File: config.mk
export PLATFORM = sky130hd
export DESIGN_NAME = fhit_addr_capture
export DESIGN_NICKNAME = d
export VERILOG_FILES = /design/src/rtl/fhit_pkg.sv /design/src/rtl/fhit_rst_sync.sv /design/src/rtl/fhit_prio_enc.sv /design/src/rtl/fhit_first_tree.sv /design/src/rtl/fhit_holdoff.sv /design/src/rtl/fhit_addr_capture.sv
export SDC_FILE = /design/constraint.sdc
export NUM_CORES = 1
export LEC_CHECK = 0
export BUFFER_PORTS_ARGS = -buffer_cell sky130_fd_sc_hd__buf_2
export CORE_UTILIZATION = 40
export CTS_CLUSTER_SIZE = 40
export DETAILED_ROUTE_END_ITERATION = 8
export PLACE_DENSITY = 0.84
export SLEW_MARGIN = 20
export SYNTH_ARGS = -nofsm -noshare
export SYNTH_HDL_FRONTEND = slang
export SYNTH_SLANG_ARGS = --single-unit
File: constraint.sdc
create_clock -name clk -period 1.2 [get_ports clk]
set_clock_uncertainty 0.2 [all_clocks]
set_input_delay 0.3 -clock clk [delete_from_list [all_inputs] [get_ports clk]]
set_output_delay 0.3 -clock clk [all_outputs]
set_load 0.005 [all_outputs]
File: src/rtl/fhit_pkg.sv
package fhit_pkg;

  typedef enum logic {
    ST_ARMED = 1'b0,
    ST_HOLD  = 1'b1
  } fhit_state_e;

endpackage

File: src/rtl/fhit_rst_sync.sv
module fhit_rst_sync #(
  parameter int STAGES = 2
) (
  input  logic clk,
  input  logic rst_n_i,
  output logic rst_n_o
);

  logic [STAGES-1:0] sync_q;

  always_ff @(posedge clk or negedge rst_n_i) begin
    if (!rst_n_i) begin
      sync_q <= '0;
    end else begin
      sync_q <= {sync_q[STAGES-2:0], 1'b1};
    end
  end

  assign rst_n_o = sync_q[STAGES-1];

endmodule

File: src/rtl/fhit_prio_enc.sv
module fhit_prio_enc #(
  parameter int WIDTH = 8,
  localparam int IDX_W = $clog2(WIDTH)
) (
  input  logic [WIDTH-1:0] req,
  output logic             valid,
  output logic [IDX_W-1:0] idx
);

  always_comb begin
    idx = '0;
    for (int i = WIDTH - 1; i >= 0; i--) begin
      if (req[i]) begin
        idx = IDX_W'(i);
      end
    end
  end

  assign valid = |req;

endmodule

File: src/rtl/fhit_first_tree.sv
module fhit_first_tree #(
  parameter int N_GROUPS   = 8,
  parameter int GROUP_SIZE = 8,
  localparam int N_CH   = N_GROUPS * GROUP_SIZE,
  localparam int GRP_W  = $clog2(N_GROUPS),
  localparam int CH_W   = $clog2(GROUP_SIZE),
  localparam int ADDR_W = GRP_W + CH_W
) (
  input  logic              src_sel,
  input  logic [N_CH-1:0]   thr_hit,
  input  logic [N_CH-1:0]   pk_hit,
  input  logic [N_CH-1:0]   mask,
  output logic              any_hit,
  output logic [ADDR_W-1:0] first_addr
);

  logic [GROUP_SIZE-1:0] grp_vec [N_GROUPS];
  logic [N_GROUPS-1:0]   grp_any;
  logic [GRP_W-1:0]      grp_idx;
  logic [CH_W-1:0]       ch_idx;
  logic [GROUP_SIZE-1:0] win_vec;
  logic                  ch_valid;

  for (genvar g = 0; g < N_GROUPS; g++) begin : g_grp
    logic [GROUP_SIZE-1:0] src_bits;
    assign src_bits   = src_sel ? pk_hit[g*GROUP_SIZE +: GROUP_SIZE]
                                : thr_hit[g*GROUP_SIZE +: GROUP_SIZE];
    assign grp_vec[g] = src_bits & ~mask[g*GROUP_SIZE +: GROUP_SIZE];
    assign grp_any[g] = |grp_vec[g];
  end

  fhit_prio_enc #(.WIDTH(N_GROUPS)) u_grp_enc (
    .req   (grp_any),
    .valid (any_hit),
    .idx   (grp_idx)
  );

  assign win_vec = grp_vec[grp_idx];

  fhit_prio_enc #(.WIDTH(GROUP_SIZE)) u_ch_enc (
    .req   (win_vec),
    .valid (ch_valid),
    .idx   (ch_idx)
  );

  assign first_addr = ch_valid ? {grp_idx, ch_idx} : '0;

endmodule

File: src/rtl/fhit_holdoff.sv
module fhit_holdoff
  import fhit_pkg::*;
#(
  parameter int ADDR_W      = 6,
  parameter int HOLD_CYCLES = 4,
  localparam int CNT_W = $clog2(HOLD_CYCLES + 1)
) (
  input  logic              clk,
  input  logic              rst_n,
  input  logic              enable,
  input  logic              acq_clr,
  input  logic              any_hit,
  input  logic [ADDR_W-1:0] first_addr,
  output logic              flag_o,
  output logic [ADDR_W-1:0] addr_o
);

  fhit_state_e       state_q, state_d;
  logic [CNT_W-1:0]  cnt_q, cnt_d;
  logic [ADDR_W-1:0] addr_q, addr_d;
  logic              addr_en;
  logic              cnt_en;

  always_comb begin
    state_d = state_q;
    cnt_d   = cnt_q;
    addr_d  = addr_q;
    addr_en = 1'b0;
    cnt_en  = 1'b0;
    if (acq_clr || !enable) begin
      state_d = ST_ARMED;
      cnt_d   = '0;
      addr_d  = '0;
      addr_en = 1'b1;
      cnt_en  = 1'b1;
    end else begin
      unique case (state_q)
        ST_ARMED: begin
          if (any_hit) begin
            state_d = ST_HOLD;
            cnt_d   = CNT_W'(HOLD_CYCLES - 1);
            addr_d  = first_addr;
            addr_en = 1'b1;
            cnt_en  = 1'b1;
          end
        end
        ST_HOLD: begin
          cnt_en = 1'b1;
          if (cnt_q == '0) begin
            state_d = ST_ARMED;
            addr_d  = '0;
            addr_en = 1'b1;
          end else begin
            cnt_d = cnt_q - 1'b1;
          end
        end
        default: state_d = ST_ARMED;
      endcase
    end
  end

  always_ff @(posedge clk or negedge rst_n) begin
    if (!rst_n) begin
      state_q <= ST_ARMED;
    end else begin
      state_q <= state_d;
    end
  end

  always_ff @(posedge clk or negedge rst_n) begin
    if (!rst_n) begin
      cnt_q <= '0;
    end else if (cnt_en) begin
      cnt_q <= cnt_d;
    end
  end

  always_ff @(posedge clk or negedge rst_n) begin
    if (!rst_n) begin
      addr_q <= '0;
    end else if (addr_en) begin
      addr_q <= addr_d;
    end
  end

  assign flag_o = (state_q == ST_HOLD);
  assign addr_o = addr_q;

endmodule

File: src/rtl/fhit_addr_capture.sv
module fhit_addr_capture #(
  parameter int N_GROUPS    = 8,
  parameter int GROUP_SIZE  = 8,
  parameter int HOLD_CYCLES = 4,
  parameter int SYNC_STAGES = 2,
  localparam int N_CH   = N_GROUPS * GROUP_SIZE,
  localparam int ADDR_W = $clog2(N_CH)
) (
  input  logic              clk,
  input  logic              rst_n,
  input  logic              enable,
  input  logic              acq_clr,
  input  logic              src_sel,
  input  logic [N_CH-1:0]   thr_hit,
  input  logic [N_CH-1:0]   pk_hit,
  input  logic [N_CH-1:0]   mask,
  output logic              hit_flag,
  output logic [ADDR_W-1:0] hit_addr
);

  logic              rst_n_sync;
  logic              any_hit;
  logic [ADDR_W-1:0] first_addr;

  fhit_rst_sync #(.STAGES(SYNC_STAGES)) u_rst_sync (
    .clk     (clk),
    .rst_n_i (rst_n),
    .rst_n_o (rst_n_sync)
  );

  fhit_first_tree #(
    .N_GROUPS   (N_GROUPS),
    .GROUP_SIZE (GROUP_SIZE)
  ) u_tree (
    .src_sel    (src_sel),
    .thr_hit    (thr_hit),
    .pk_hit     (pk_hit),
    .mask       (mask),
    .any_hit    (any_hit),
    .first_addr (first_addr)
  );

  fhit_holdoff #(
    .ADDR_W      (ADDR_W),
    .HOLD_CYCLES (HOLD_CYCLES)
  ) u_holdoff (
    .clk        (clk),
    .rst_n      (rst_n_sync),
    .enable     (enable),
    .acq_clr    (acq_clr),
    .any_hit    (any_hit),
    .first_addr (first_addr),
    .flag_o     (hit_flag),
    .addr_o     (hit_addr)
  );

endmodule

==> impl_metrics.ini, run 1 <==
[run_status]
outcome = stopped before the end
stop_stage = clock tree synthesis (4_1_cts)
error = [ERROR DPL-0038] Utilization greater than 100%, impossible to legalize

[cts]
htree_levels = 1
cts_buffers = 3
ctsLongestPathBuffers = 2
clkSinkCount = 12
post-cts-setup-buffer-count = 46
post_cts_resized = 120
postCtsHoldBufs = 1
cts-root-buf = clkbuf_8

[floorplan]
floorplan.initialDensity_pct = 42.5
die_h_um = 79.2
fp.dieW_um = 79.2
core.rowCount = 27
pin_count = 204

[yosys]
synth_area_mm2 = 0.00238
ys_seq_area_share_pct = 12.6
yosys_most_used_dff = dfrtp_1
synth_cell_type_count = 48
synthArstFlopShare_pct = 100
syn_inst = 306
synth_nets = 505
synth_edf_count = 0
syn_area_per_cell_um2 = 7.78
synth_warnings = 0
synth_seq_cells = 12

[placement]
port_buffers = 203
numPlacedInstances = 715
place_hpwl_mm = 11.5
gp_congestion = 0.975
Yosys cell counts, types with 2 or more instances:
master | instances | area [µm²]
a31oi_1 | 9 | 56.3
buf_2 | 2 | 10.0
nand4_1 | 3 | 18.8
nor2_1 | 58 | 218
nand2_1 | 13 | 48.8
nor4_1 | 4 | 25.0
a211oi_1 | 3 | 22.5
o2bb2ai_1 | 2 | 17.5
ha_1 | 2 | 25.0
a221oi_1 | 2 | 17.5
or4_1 | 5 | 37.5
a221o_1 | 2 | 20.0
o22ai_1 | 40 | 250
a21oi_1 | 14 | 70.1
nor4b_1 | 2 | 17.5
or3_1 | 3 | 18.8
buf_6 | 8 | 90.1
o221ai_1 | 2 | 17.5
mux2i_1 | 71 | 711
nor4_4 | 3 | 63.8
dfrtp_1 | 12 | 300
nor2b_1 | 3 | 18.8
nor4_2 | 3 | 37.5
inv_1 | 8 | 30.0
clkbuf_1 | 2 | 7.51
nand3_1 | 2 | 10.0
nand2b_1 | 3 | 18.8
o21ai_0 | 5 | 25.0
kinds of logic after synthesis:
kind of cell,synth area share (%)
adders and majority gates,1.05
buffers and inverters,5.94
other,0.157
AOI/OAI and AO/OA,25.1
muxes,31.0
DFF,12.6
and+or+nand+nor,24.2
metrics by stage:
stage          instance area, µm²  utilization (%)  hold slack [ns]  TNS (ns)  setup slack, ns
3_5_place_dp                 4570             81.4           -0.115    -19.21            -2.42
3_3_place_gp                 4570             81.4           -0.115    -17.65            -2.20
2_1_floorplan                2480                -           -0.196    -15.17            -2.06
==> run 2: changes to the inputs <==
--- a/config.mk
+++ b/config.mk
@@ -6,10 +6,9 @@
 export NUM_CORES = 1
 export LEC_CHECK = 0
 export BUFFER_PORTS_ARGS = -buffer_cell sky130_fd_sc_hd__buf_2
-export CORE_UTILIZATION = 40
-export CTS_CLUSTER_SIZE = 40
+export CORE_UTILIZATION = 25
 export DETAILED_ROUTE_END_ITERATION = 8
-export PLACE_DENSITY = 0.84
+export PLACE_DENSITY_LB_ADDON = 0.15
 export SLEW_MARGIN = 20
 export SYNTH_ARGS = -nofsm -noshare
 export SYNTH_HDL_FRONTEND = slang
==> impl_metrics.ini, run 2 <==
[run_status]
outcome = finished with violations
violations = hold timing, setup timing

[cells_and_area]
multiInputGateArea_mm2 = 0.00261
nFillCells = 789
syn2layout_area_growth_pct = 141
final_nets = 881
diodes = 0
final_cell_mix = 201 x buf_2, 157 x buf_4, 57 x nor2_1
layout_commonest_cell = buf_2
register_area_um2 = 300
postLayoutCoreUtil_pct = 62.2
largest_reg_flops = 6
finish.instance_area_mm2 = 0.00575
drive_above_1_share_pct = 70.2

[cts]
cts_tree = built
clk_latency_ns = 0.24
clkSinkCount = 12
clk_pin_slew_ns = 0.06
cts_buffers = 3
htree_levels = 1
ctsLongestPathBuffers = 2
cts-root-buf = clkbuf_8

[drt]
routedWlPerCell_um = 16.0
via_per_inst = 4.89
wirelength_mm = 12.9
num_vias = 3958
first_pass_iters = 4
drt_iter0_drc = 151
antenna_left = 0
drc = 0

[critical_path]
crit_type = in -> reg
end_kind = flop
critPathLaunchType = input port
crit_arrival_ns = 3.15
cp.required_ns = 1.12
cp_max_fo = 7

[yosys]
ys_seq_area_share_pct = 12.6
synth_top_area_share_pct = 29.8
synth_seq_cells = 12
syn_inst = 306
synth_warnings = 0
synthTopCellsByArea = mux2i_1 30%, dfrtp_1 13%, o22ai_1 11%
synth_nets = 505
synth_edf_count = 0
synth_area_mm2 = 0.00238
syn_area_per_cell_um2 = 7.78
synthArstFlopShare_pct = 100
yosys_most_used_dff = dfrtp_1
synth.most_common_cell = mux2i_1
synth_common_cells = 71 x mux2i_1, 58 x nor2_1, 40 x o22ai_1, 14 x a21oi_1, 13 x nand2_1
synth_cell_type_count = 48
synth.largest_area_cell = mux2i_1

[timing]
rsz0062_at_grt = yes
hold_ws_ns = -0.0223
tns_ns = -17.06
hold_viol = 10
fmax_mhz = 309
setup_viol = 17
period_minus_slack_ns = 3.23
setup_ws_ns = -2.03
drv_slew = 0
fin_crit_sh_pct = 269

[floorplan]
coreArea_mm2 = 0.00924
floorplan.initialDensity_pct = 25.8
core.rowCount = 35
die_area_mm2 = 0.00992
fp.dieW_um = 99.6
die_h_um = 99.6
pin_count = 204

[power]
power_switching_mw = 1.04
p_per_area_mw_per_mm2 = 510
p_leak_nw = 2.75
switching_share_pct = 35.4
irDropWorstVdd_v = 0.000338
p_total_mw = 2.93
combPwrFrac_pct = 69.8
internal_power_mw = 1.89
clkPwrFrac_pct = 15.4
seqPwrFrac_pct = 14.8

[global_route]
grt_use_total_pct = 24.7
antenna_found_initial = 0
grt_max_degree = 11
grt_overflow = 0
grt_pass1_wl_mm = 19.2
grt_pass1_vias = 4098

[placement]
gp_congestion = 0.850
place_hpwl_mm = 10.1
port_buffers = 203
dpl_cell_area_mm2 = 0.00466

[worst_hold_path]
worstHoldPathType = reg -> async

[run]
cap_violations = 0
==> run 2: cell counts after synthesis <==
No cell type changed its count.
==> run 2: critical path, stage by stage <==
cell,delay [ns]
buf_12,0.11
buf_12,0.15
buf_12,0.14
buf_12,0.13
buf_12,0.10
mux2i_4,0.22
o22ai_2,0.11
or4_4,0.45
o211ai_4,0.23
buf_4,0.16
or2_2,0.15
a21oi_1,0.07
or4b_1,0.53
a311oi_2,0.20
o22ai_1,0.09
==> run 2: layout make-up <==
type	instances	share of cell area, %
multi-input combinational	273	45.4
timing repair buffer	384	45.1
sequential	12	5.23
tap	129	2.81
clock buffer	4	0.958
inverter	8	0.523
==> run 2: per-layer routing <==
layer | track usage, % | share of wire, %
met1 | 27.6 | 39
met2 | 47.3 | 52
met3 | 3.87 | 5.6
met4 | 8.26 | 2.9
met5 | 0 | 0
==> run 2: cell families (layout without fill, tap and decap cells) <==
| kind of cell | Yosys count | count (layout) | share of synthesized area, % |
|---|---|---|---|
| AOI/OAI and AO/OA | 90 | 90 | 25.1 |
| adders and majority gates | 2 | 2 | 1.05 |
| buffers and inverters | 21 | 396 | 5.94 |
| DFF | 12 | 12 | 12.6 |
| muxes | 73 | 73 | 31.0 |
| other | 1 | 1 | 0.157 |
| and+or+nand+nor | 107 | 107 | 24.2 |
==> run 2: what timing repair did <==
item | in CTS | in global routing
setup endpoints to repair | 17 | 17
cloned | 1 | 0
buffers inserted | 22 | 7
resized for setup | 83 | 53
pin swaps | 19 | 11
hold endpoints to repair | 12 | 0
hold buffers | 1 | 0
==> run 2: power by group through the flow <==
stage	registers, mW	clock network [mW]	logic, mW
finish	0.434	0.452	2.04
global route	0.437	0.477	2.17
CTS	0.435	0.454	1.86
detailed placement	0.442	0	1.55
global placement	0.441	0	1.52
floorplan	0.440	0	0.639
==> run 2: metrics by stage <==
stage / instances / hold slack (ns) / worst slack, ns
detailed placement: 775 / -0.114 / -2.45
global placement: 775 / -0.114 / -2.33
global route: 810 / 0.00582 / -2.18
finish: 810 / -0.0223 / -2.03
CTS: 803 / -0.00700 / -2.08
floorplan: 306 / -0.196 / -2.06
==> run 2: final timing paths <==
path	startpoint	to	slack [ns]	depth (start not counted)
max	src_sel	u_holdoff.addr_o[0]$_DFFE_PN0P_	-2.03	15
min	u_rst_sync.sync_q[1]$_DFF_PN0_	u_holdoff.flag_o$_DFF_PN0_	-0.02	0
max reg2reg	u_holdoff.flag_o$_DFF_PN0_	u_holdoff.addr_o[1]$_DFFE_PN0P_	-0.72	5
min reg2reg	u_rst_sync.sync_q[1]$_DFF_PN0_	u_holdoff.flag_o$_DFF_PN0_	-0.02	0
max in group asynchronous	u_rst_sync.sync_q[1]$_DFF_PN0_	u_holdoff.addr_o[0]$_DFFE_PN0P_	0.52	0
min in group clk	u_rst_sync.sync_q[0]$_DFF_PN0_	u_rst_sync.sync_q[1]$_DFF_PN0_	0.15	0
(Power assumes the default switching activity.)
